$ cat config.mk
export PLATFORM = sky130hd
export DESIGN_NAME = errmon_top
export DESIGN_NICKNAME = d
export VERILOG_FILES = /design/src/rtl/errmon_pkg.sv /design/src/rtl/errmon_timer.sv /design/src/rtl/errmon_capture.sv /design/src/rtl/errmon_route.sv /design/src/rtl/errmon_top.sv
export SDC_FILE = /design/constraint.sdc
export NUM_CORES = 1
export LEC_CHECK = 0
export ABC_AREA = 0
export BUFFER_PORTS_ARGS = -buffer_cell sky130_fd_sc_hd__buf_2
export CELL_PAD_IN_SITES_DETAIL_PLACEMENT = 1
export CELL_PAD_IN_SITES_GLOBAL_PLACEMENT = 1
export CORE_ASPECT_RATIO = 0.8
export CORE_MARGIN = 2
export CORE_UTILIZATION = 42
export CTS_BUF_LIST = sky130_fd_sc_hd__clkbuf_4 sky130_fd_sc_hd__clkbuf_8
export CTS_CLUSTER_SIZE = 24
export DETAILED_ROUTE_END_ITERATION = 10
export HOLD_SLACK_MARGIN = 0.12
export PLACE_DENSITY_LB_ADDON = 0.1
export SLEW_MARGIN = 20
export SYNTH_ARGS = -nofsm -noshare
export SYNTH_HDL_FRONTEND = slang
export SYNTH_SLANG_ARGS = --single-unit
$ cat constraint.sdc
create_clock -name clk -period 2 [get_ports clk]
set_input_delay 0 -clock clk [delete_from_list [all_inputs] [get_ports clk]]
set_output_delay 0 -clock clk [all_outputs]
set_load 0.05 [all_outputs]
$ cat src/rtl/errmon_pkg.sv
package errmon_pkg;
    localparam int unsigned EV_W = 3;
    localparam int unsigned N_TMR = 2;
    typedef logic [EV_W-1:0] ev_vec_t;

    // word index = byte offset >> 2
    localparam logic [2:0] W_STATUS = 3'd0;
    localparam logic [2:0] W_ROUTE  = 3'd1;
    localparam logic [2:0] W_KIND   = 3'd2;
    localparam logic [2:0] W_ENABLE = 3'd3;
    localparam logic [2:0] W_LIMIT  = 3'd4;
    localparam logic [2:0] W_CADDR  = 3'd5;
    localparam logic [2:0] W_CATTR  = 3'd6;

    localparam int unsigned LIM_HI_LSB = 16;
endpackage

$ cat src/rtl/errmon_timer.sv
module errmon_timer #(
    parameter int unsigned TW = 16
) (
    input  logic          clk,
    input  logic          rst_n,
    input  logic          start,
    input  logic          done,
    input  logic [TW-1:0] limit,
    output logic          expire
);
    typedef struct packed {
        logic          run;
        logic [TW-1:0] cnt;
    } tmr_t;

    tmr_t t_d, t_q;

    always_comb begin
        t_d    = t_q;
        expire = 1'b0;
        if (start) begin
            t_d.run = 1'b1;
            t_d.cnt = '0;
        end else if (t_q.run) begin
            if (done) begin
                t_d.run = 1'b0;
            end else if (t_q.cnt == limit) begin
                expire  = 1'b1;
                t_d.run = 1'b0;
            end else begin
                t_d.cnt = t_q.cnt + 1'b1;
            end
        end
    end

    always_ff @(posedge clk or negedge rst_n) begin
        if (!rst_n) t_q <= '0;
        else        t_q <= t_d;
    end
endmodule

$ cat src/rtl/errmon_capture.sv
module errmon_capture #(
    parameter int unsigned AW  = 32,
    parameter int unsigned ATW = 8
) (
    input  logic           clk,
    input  logic           por_n,
    input  logic           armed,
    input  logic           fire,
    input  logic [AW-1:0]  addr_in,
    input  logic [ATW-1:0] attr_in,
    output logic [AW-1:0]  cap_addr,
    output logic [ATW-1:0] cap_attr
);
    typedef struct packed {
        logic [AW-1:0]  addr;
        logic [ATW-1:0] attr;
    } cap_t;

    cap_t c_d, c_q;

    always_comb begin
        c_d = c_q;
        if (armed && fire) begin
            c_d.addr = addr_in;
            c_d.attr = attr_in;
        end
    end

    // only power-on reset clears the record
    always_ff @(posedge clk or negedge por_n) begin
        if (!por_n) c_q <= '0;
        else        c_q <= c_d;
    end

    assign cap_addr = c_q.addr;
    assign cap_attr = c_q.attr;
endmodule

$ cat src/rtl/errmon_route.sv
module errmon_route
    import errmon_pkg::*;
(
    input  ev_vec_t status,
    input  ev_vec_t route,
    input  ev_vec_t kind,
    input  ev_vec_t enable,
    output logic    reset_req,
    output logic    irq,
    output logic    mcp
);
    ev_vec_t to_int;

    always_comb begin
        to_int    = status & ~route & enable;
        reset_req = |(status & route);
        irq       = |(to_int & ~kind);
        mcp       = |(to_int & kind);
    end
endmodule

$ cat src/rtl/errmon_top.sv
module errmon_top
    import errmon_pkg::*;
#(
    parameter int unsigned AW  = 32,
    parameter int unsigned ATW = 8,
    parameter int unsigned TW  = 16
) (
    input  logic           clk,
    input  logic           por_n,
    input  logic           rst_n,
    input  logic           addr_start,
    input  logic           addr_done,
    input  logic           data_start,
    input  logic           data_done,
    input  logic           xfer_err,
    input  logic [AW-1:0]  txn_addr,
    input  logic [ATW-1:0] txn_attr,
    input  logic           reg_en,
    input  logic           reg_we,
    input  logic [4:0]     reg_addr,
    input  logic [31:0]    reg_wdata,
    output logic [31:0]    reg_rdata,
    output logic           reset_req,
    output logic           irq,
    output logic           mcp
);
    localparam int unsigned RW = 32;

    typedef struct packed {
        ev_vec_t       status;
        ev_vec_t       route;
        ev_vec_t       kind;
        ev_vec_t       en;
        logic [TW-1:0] alim;
        logic [TW-1:0] dlim;
        logic [RW-1:0] rdata;
    } regs_t;

    regs_t r_d, r_q;

    logic [N_TMR-1:0] t_start, t_done, t_exp;
    logic [TW-1:0]    t_lim [N_TMR];
    ev_vec_t          ev_set, clr, status_q, route_q, kind_q, en_q;
    logic [AW-1:0]    cap_addr_w;
    logic [ATW-1:0]   cap_attr_w;
    logic [2:0]       word;
    logic             wr, rd;

    assign t_start  = {data_start, addr_start};
    assign t_done   = {data_done, addr_done};
    assign t_lim[0] = r_q.alim;
    assign t_lim[1] = r_q.dlim;

    for (genvar g = 0; g < N_TMR; g++) begin : g_tmr
        errmon_timer #(.TW(TW)) u_tmr (
            .clk    (clk),
            .rst_n  (rst_n),
            .start  (t_start[g]),
            .done   (t_done[g]),
            .limit  (t_lim[g]),
            .expire (t_exp[g])
        );
    end

    assign ev_set   = rst_n ? {xfer_err, t_exp} : '0;
    assign status_q = r_q.status;
    assign route_q  = r_q.route;
    assign kind_q   = r_q.kind;
    assign en_q     = r_q.en;

    errmon_capture #(.AW(AW), .ATW(ATW)) u_cap (
        .clk      (clk),
        .por_n    (por_n),
        .armed    (status_q == '0),
        .fire     (|ev_set),
        .addr_in  (txn_addr),
        .attr_in  (txn_attr),
        .cap_addr (cap_addr_w),
        .cap_attr (cap_attr_w)
    );

    errmon_route u_route (
        .status    (status_q),
        .route     (route_q),
        .kind      (kind_q),
        .enable    (en_q),
        .reset_req (reset_req),
        .irq       (irq),
        .mcp       (mcp)
    );

    always_comb begin
        r_d  = r_q;
        wr   = reg_en && reg_we;
        rd   = reg_en && !reg_we;
        word = reg_addr[4:2];
        clr  = '0;
        if (wr) begin
            case (word)
                W_STATUS: clr    = reg_wdata[EV_W-1:0];
                W_ROUTE:  r_d.route = reg_wdata[EV_W-1:0];
                W_KIND:   r_d.kind  = reg_wdata[EV_W-1:0];
                W_ENABLE: r_d.en    = reg_wdata[EV_W-1:0];
                W_LIMIT: begin
                    r_d.alim = reg_wdata[TW-1:0];
                    r_d.dlim = reg_wdata[LIM_HI_LSB +: TW];
                end
                default: ;
            endcase
        end
        // a new event wins over a clear of the same bit
        r_d.status = (r_q.status & ~clr) | ev_set;
        if (rd) begin
            case (word)
                W_STATUS: r_d.rdata = RW'(r_q.status);
                W_ROUTE:  r_d.rdata = RW'(r_q.route);
                W_KIND:   r_d.rdata = RW'(r_q.kind);
                W_ENABLE: r_d.rdata = RW'(r_q.en);
                W_LIMIT:  r_d.rdata = RW'(r_q.alim) | (RW'(r_q.dlim) << LIM_HI_LSB);
                W_CADDR:  r_d.rdata = RW'(cap_addr_w);
                W_CATTR:  r_d.rdata = RW'(cap_attr_w);
                default:  r_d.rdata = '0;
            endcase
        end
    end

    always_ff @(posedge clk or negedge rst_n) begin
        if (!rst_n) begin
            r_q      <= '0;
            r_q.alim <= '1;
            r_q.dlim <= '1;
        end else begin
            r_q <= r_d;
        end
    end

    assign reg_rdata = r_q.rdata;
endmodule

== Word-level counts from Yosys, hierarchy flattened ==
Cells that the tools add are included.

* Register bits after elaboration: 150
* Input port bits: 87

* Add/sub/neg operators: 2
* Equality and inequality tests: 12
* Muxes and demuxes: 24
* Bitwise logic cells: 11
* Reductions and logical operators: 18

{| class="wikitable"
|+ Operators with widths
! cell !! count
|-
| $pmux 32 s7 || 1
|-
| $mux 17 || 4
|-
| $mux 16 || 4
|-
| $add 16x1->16 const B || 2
|-
| $eq 16x16->1 || 2
|-
| $or 16x32->32 || 1
|-
| $and 3x3->3 || 6
|-
| $mux 1 || 12
|-
| $reduce_or 3->1 || 4
|-
| $eq 3x3->1 const B || 3
|-
| $mux 3 || 3
|-
| $not 3->3 || 3
|-
| $ne 2x2->1 const B || 4
|-
| $reduce_and 2->1 || 4
|-
| $eq 3x2->1 const B || 2
|-
| $logic_not 3->1 || 2
|-
| $reduce_and 3->1 || 2
|-
| $reduce_bool 2->1 || 2
|-
| $eq 3x1->1 const B || 1
|-
| $logic_and 1x1->1 || 3
|-
| $or 3x3->3 || 1
|-
| $logic_not 1->1 || 1
|}

== Longest topological paths before layout ==
* Depth after elaboration: 8
* Depth in mapped cells: 8
* Mapped depth without buffers: 6

== By module ==
A second synthesis with hierarchy kept.

* Cells, all modules: 696
* Area, all modules: 7975.1 um^2

{| class="wikitable"
|+ By module, submodules not included
! module !! instances !! cells an instance !! area each (um^2) !! seq. area each (um^2)
|-
| errmon_top || 1 || 307 || 3751.1 || 1941.9
|-
| errmon_timer || 2 || 147 || 1248.7 || 425.4
|-
| errmon_capture || 1 || 85 || 1652.8 || 1001.0
|-
| errmon_route || 1 || 10 || 73.8 || 0.0
|}

== Worst setup path before layout ==
OpenSTA, ideal clock, no wires.

* Path kind: register to register
* Start: register r_q[53] (netlist name)
* End: register u_cap.c_q (netlist bit u_cap.cap_addr[0])
* Arrival time: 1.923 ns
* Required time: 1.873 ns
* Path slack: -0.050 ns
* Stages on the path, launching flop included: 8
* Path buffers: 1
* Period minus slack after synthesis: 2.050 ns
* Cells stage by stage: dfstp_2 -> xor2_1 -> nor4_1 -> nand4_1 -> and4bb_1 -> o21a_2 -> buf_6 -> mux2_1

* Cells in the longest elaborated chain, start to end: 8

{| class="wikitable"
|+ RTL lines
! what !! line !! source
|-
| start, declared || errmon_top.sv:39 || <nowiki>regs_t r_d, r_q;</nowiki>
|-
| start signal, assigned || errmon_top.sv:133 || <nowiki>r_q <= r_d;</nowiki>
|-
| $eq 16x16->1 || errmon_timer.sv:27 || <nowiki>end else if (t_q.cnt == limit) begin</nowiki>
|-
| $mux 1 || errmon_timer.sv:27 ||
|-
| $mux 1 || errmon_timer.sv:25 || <nowiki>if (done) begin</nowiki>
|-
| $mux 1 || errmon_timer.sv:24 || <nowiki>end else if (t_q.run) begin</nowiki>
|-
| $mux 1 || errmon_timer.sv:21 || <nowiki>if (start) begin</nowiki>
|-
| $mux 3 || errmon_top.sv:65 || <nowiki>assign ev_set = rst_n ? {xfer_err, t_exp} : '0;</nowiki>
|-
| $reduce_or 3->1 || errmon_top.sv:75 || <nowiki>.fire (|ev_set),</nowiki>
|-
| $logic_and 1x1->1 || errmon_capture.sv:23 || <nowiki>if (armed && fire) begin</nowiki>
|-
| end signal, assigned || errmon_capture.sv:31 || <nowiki>if (!por_n) c_q <= '0;</nowiki>
|-
| end signal, assigned || errmon_capture.sv:32 || <nowiki>else c_q <= c_d;</nowiki>
|-
| end, declared || errmon_capture.sv:19 || <nowiki>cap_t c_d, c_q;</nowiki>
|}

Every way passes these cells.
A chain may end at the register's enable or synchronous reset.

== Worst setup path after layout ==
* Start: register r_q[59] (netlist name)
* End: register u_cap.c_q (netlist bit u_cap.cap_attr[3])

The elaborated chain is that of the path after synthesis.

==> flow_summary.yaml <==
clocking:
  cts.path.max_buffers: 2
  clk_transition_reported_paths_ns: 0.09
  cts_buffers: 17
  cts_tree: "yes"
  clockRootBuffer: "clkbuf_8"
  clk_latency_ns: 0.46
  htreeDepth: 4
  cts_sinks: 150
power:
  leakage_uw: 0.00467
  p_per_area_mw_per_mm2: 891
  ir_drop_mv: 0.630
sta:
  slew_violations: 0
  tns_ns: -14.25
  fin_worst_skew_ns: 0.0102
  fin_crit_ns: 2.38
  fmax_ghz: 0.420
  setup_ws_ns: -0.379
  maxSlewHeadroom: 0.520
  setup_viol: 48
  hold_viol: 0
  worst_pin_slew_ns: 0.720
  timing.final.crit_share: 1.19
  rsz0062_at_grt: "true"
final_layout:
  nNetsFinal: 986
  drive_gt1_frac: 0.432
  final_cells: 1131
  synthToLayoutAreaGrowth_pct: 40.2
  final_util: 0.609
setup_path:
  critPathArrivalTime_ns: 2.72
  required_ns: 2.34
  cp.depth: 7
  crit_chain: "xor2_1 > nor4_2 > nand4_1 > and4bb_1 > o21a_4 > buf_16 > mux2_1"
  cp_max_fo: 14
  critical-path-max-stage-delay_ns: 0.55
  cp_num_buf_inv: 1
  cp_top_family: "simple AND/OR/NAND/NOR gates"
  worst_path_max_delay_cell: "dfstp_2"
  crit_start: "r_q[59]"
  r2r-end: "u_cap.cap_attr[3]"
  rr_worst_depth: 7
  worst-setup-path-type: "reg -> reg"
  end_kind: "register"
  r2r_slack_ns: -0.38
  rr_startpoint: "r_q[59]"
  setup.worst_path.start_class: "register"
  crit_path_end: "u_cap.cap_attr[3]"
die:
  die_w_um: 151
  die_y_um: 122
  num_io_pins: 122
  rows: 42
  die-area_mm2: 0.0184
  initial_core_util: 0.434
  coreArea_mm2: 0.0167
detailed_routing:
  wirelength_mm: 23.4
  ant_nets: 0
  drc: 0
  dr.pass1.iters: 5
  wl_per_cell_um: 20.7
  drt-initial-drc-count: 313
  routed_via_density: 5.23
  vias: 5914
yosys:
  synthesis.area_mm2: 0.00726
  synth-seq-cells: 150
  ys_seq_area_frac: 0.523
  async_flop_share: 1.00
  yosys.cell_types.count: 46
  synth_edf_count: 0
  synth_ff_type: "dfrtp_1"
  syn_avg_cell_area_um2: 11.3
  yosys_warnings: 0
  synthesis.nets: 733
  synth_cells: 644
global_route:
  grt_antenna_before_repair: 1
  grt.overflow.total: 0
  grt_pass1_vias: 6419
  grt_max_degree: 56
  gr-usage-all-layers: 0.261
  grt_pass1_wl_mm: 35.8
status:
  violations: "negative setup slack"
  status: "finished, violations left"
placed_design:
  portBuffers: 119
  placedCellCount: 1005
  dp_hpwl_mm: 14.9
  place_congestion: 0.841
worst_hold_path:
  holdCritPathClass: "in -> async"
run:
  maxCapViolCount: 0
-- where the power goes --
group	internal [µW]	leakage, µW	switching [µW]
Combinational	1210	0.00259	1140
Clock	1310	0.000199	1210
Sequential	3750	0.00188	451
Total	6270	0.00467	2800
-- layout make-up --
class / count / area [µm²]
clock inverter: 11 / 150
clock buffer: 21 / 270
inverter: 5 / 18.8
fill: 1753 / 6530
tap: 220 / 275
multi-input combinational: 422 / 3380
antenna: 1 / 2.50
sequential: 150 / 3790
timing repair buffer: 301 / 2290
-- synth_stat cells, types with 2 or more instances --
master	number	area, µm²
inv_1	5	18.8
nor4_1	9	56.3
mux4_2	3	67.6
mux2_1	41	462
or3_1	5	31.3
ha_1	2	25.0
nor3_1	2	10.0
buf_2	8	40.0
clkbuf_1	20	75.1
nand3b_1	5	37.5
o31ai_1	3	22.5
dfstp_2	32	841
nand4_1	15	93.8
nand2_1	62	233
a31oi_1	4	25.0
and3_1	8	50.1
o21ai_0	43	215
o211ai_1	3	22.5
a21oi_1	14	70.1
dfrtp_1	118	2950
mux2_2	41	462
a22oi_1	24	180
or4b_1	2	20.0
mux2i_1	8	80.1
buf_1	2	7.51
nand3_1	15	75.1
buf_4	33	248
and2_1	4	25.0
nand2_2	2	12.5
and4_1	3	26.3
nor2_1	32	120
nand2b_1	3	18.8
nor2b_1	7	43.8
o221ai_1	2	17.5
buf_6	4	45.0
or4_1	3	22.5
xor2_1	48	420
-- kinds of logic (layout without fill, tap and decap cells) --
group	Yosys count	in the layout	synth area share
and+or+nand+nor	182	182	0.128
xor gates and xnor gates	48	48	0.0579
buffers and inverters	72	338	0.0598
adders and majority gates	2	2	0.00345
muxes	93	93	0.148
DFF	150	150	0.523
AOI/OAI and AO/OA	97	97	0.0810
other	0	1	0
-- metrics by stage --
step	total power (µW)	setup slack [ns]	instance area (µm²)	hold WS [ns]
after floorplan	5330	-0.0306	7260	-0.296
after global placement	6030	-0.484	8420	-0.0888
after detailed placement	6130	-0.511	8420	-0.0877
after CTS	8830	-0.406	9850	-0.211
after global routing	9500	-0.468	10200	0.137
final	9070	-0.379	10200	0.149
-- cells in the final DEF (no fill, tap or decap), drive strengths merged, types with 6 or more instances in the layout --
cell type and count:
buf 214, dfrtp 118, dlygate4sd3 85, mux2 82, nand2 64, xor2 48
o21ai 43, dfstp 32, nor2 32, a22oi 24, clkbuf 23, nand4 15
nand3 15, a21oi 14, nor4 9, and3 8, mux2i 8, nor2b 7
inv 6
-- sequential cells by signal, indices dropped and copies added (netlist names) --
name             count
kind_q               3
status_q             3
g_tmr.u_tmr.t_q     34
u_cap.cap_attr       8
r_q                 32
route_q              3
reg_rdata           32
u_cap.cap_addr      32
en_q                 3
-- how the worst min path moves through the flow --
stage	cells past startpoint	to	start	slack, ns
floorplan	0	en_q[0]	rst_n	-0.30
global placement	1	u_cap.cap_addr[13]	por_n	-0.09
detailed placement	1	status_q[1]	rst_n	-0.09
CTS	2	u_cap.cap_addr[31]	txn_addr[31]	-0.21
global route	2	r_q[58]	rst_n	0.14
finish	2	r_q[58]	rst_n	0.15
-- what timing repair did --
item,in CTS,in global routing
hold buffers,84,1
gates cloned,1,2
pin swaps,15,20
endpoints found under the setup margin,55,67
hold endpoints to repair,247,1
resized for setup,24,60
buffers inserted,6,4
-- layer usage --
metal	vias to the layer above	global-route usage	routed length [µm]
li1	2749	-	-
met1	3012	0.360	10700
met2	138	0.435	11500
met3	15	0.0434	1030
met4	0	0.0572	186
met5	-	0	0
-- worst reg2reg max path, delay by kind of cell, from the launching register on --
kind | cells | cell delay, ns
buf+inv | 1 | 0.19
compound gates | 1 | 0.24
flops | 1 | 0.55
simple gates | 3 | 0.86
mux | 1 | 0.33
xor+xnor | 1 | 0.09
(Power assumes the default switching activity.)
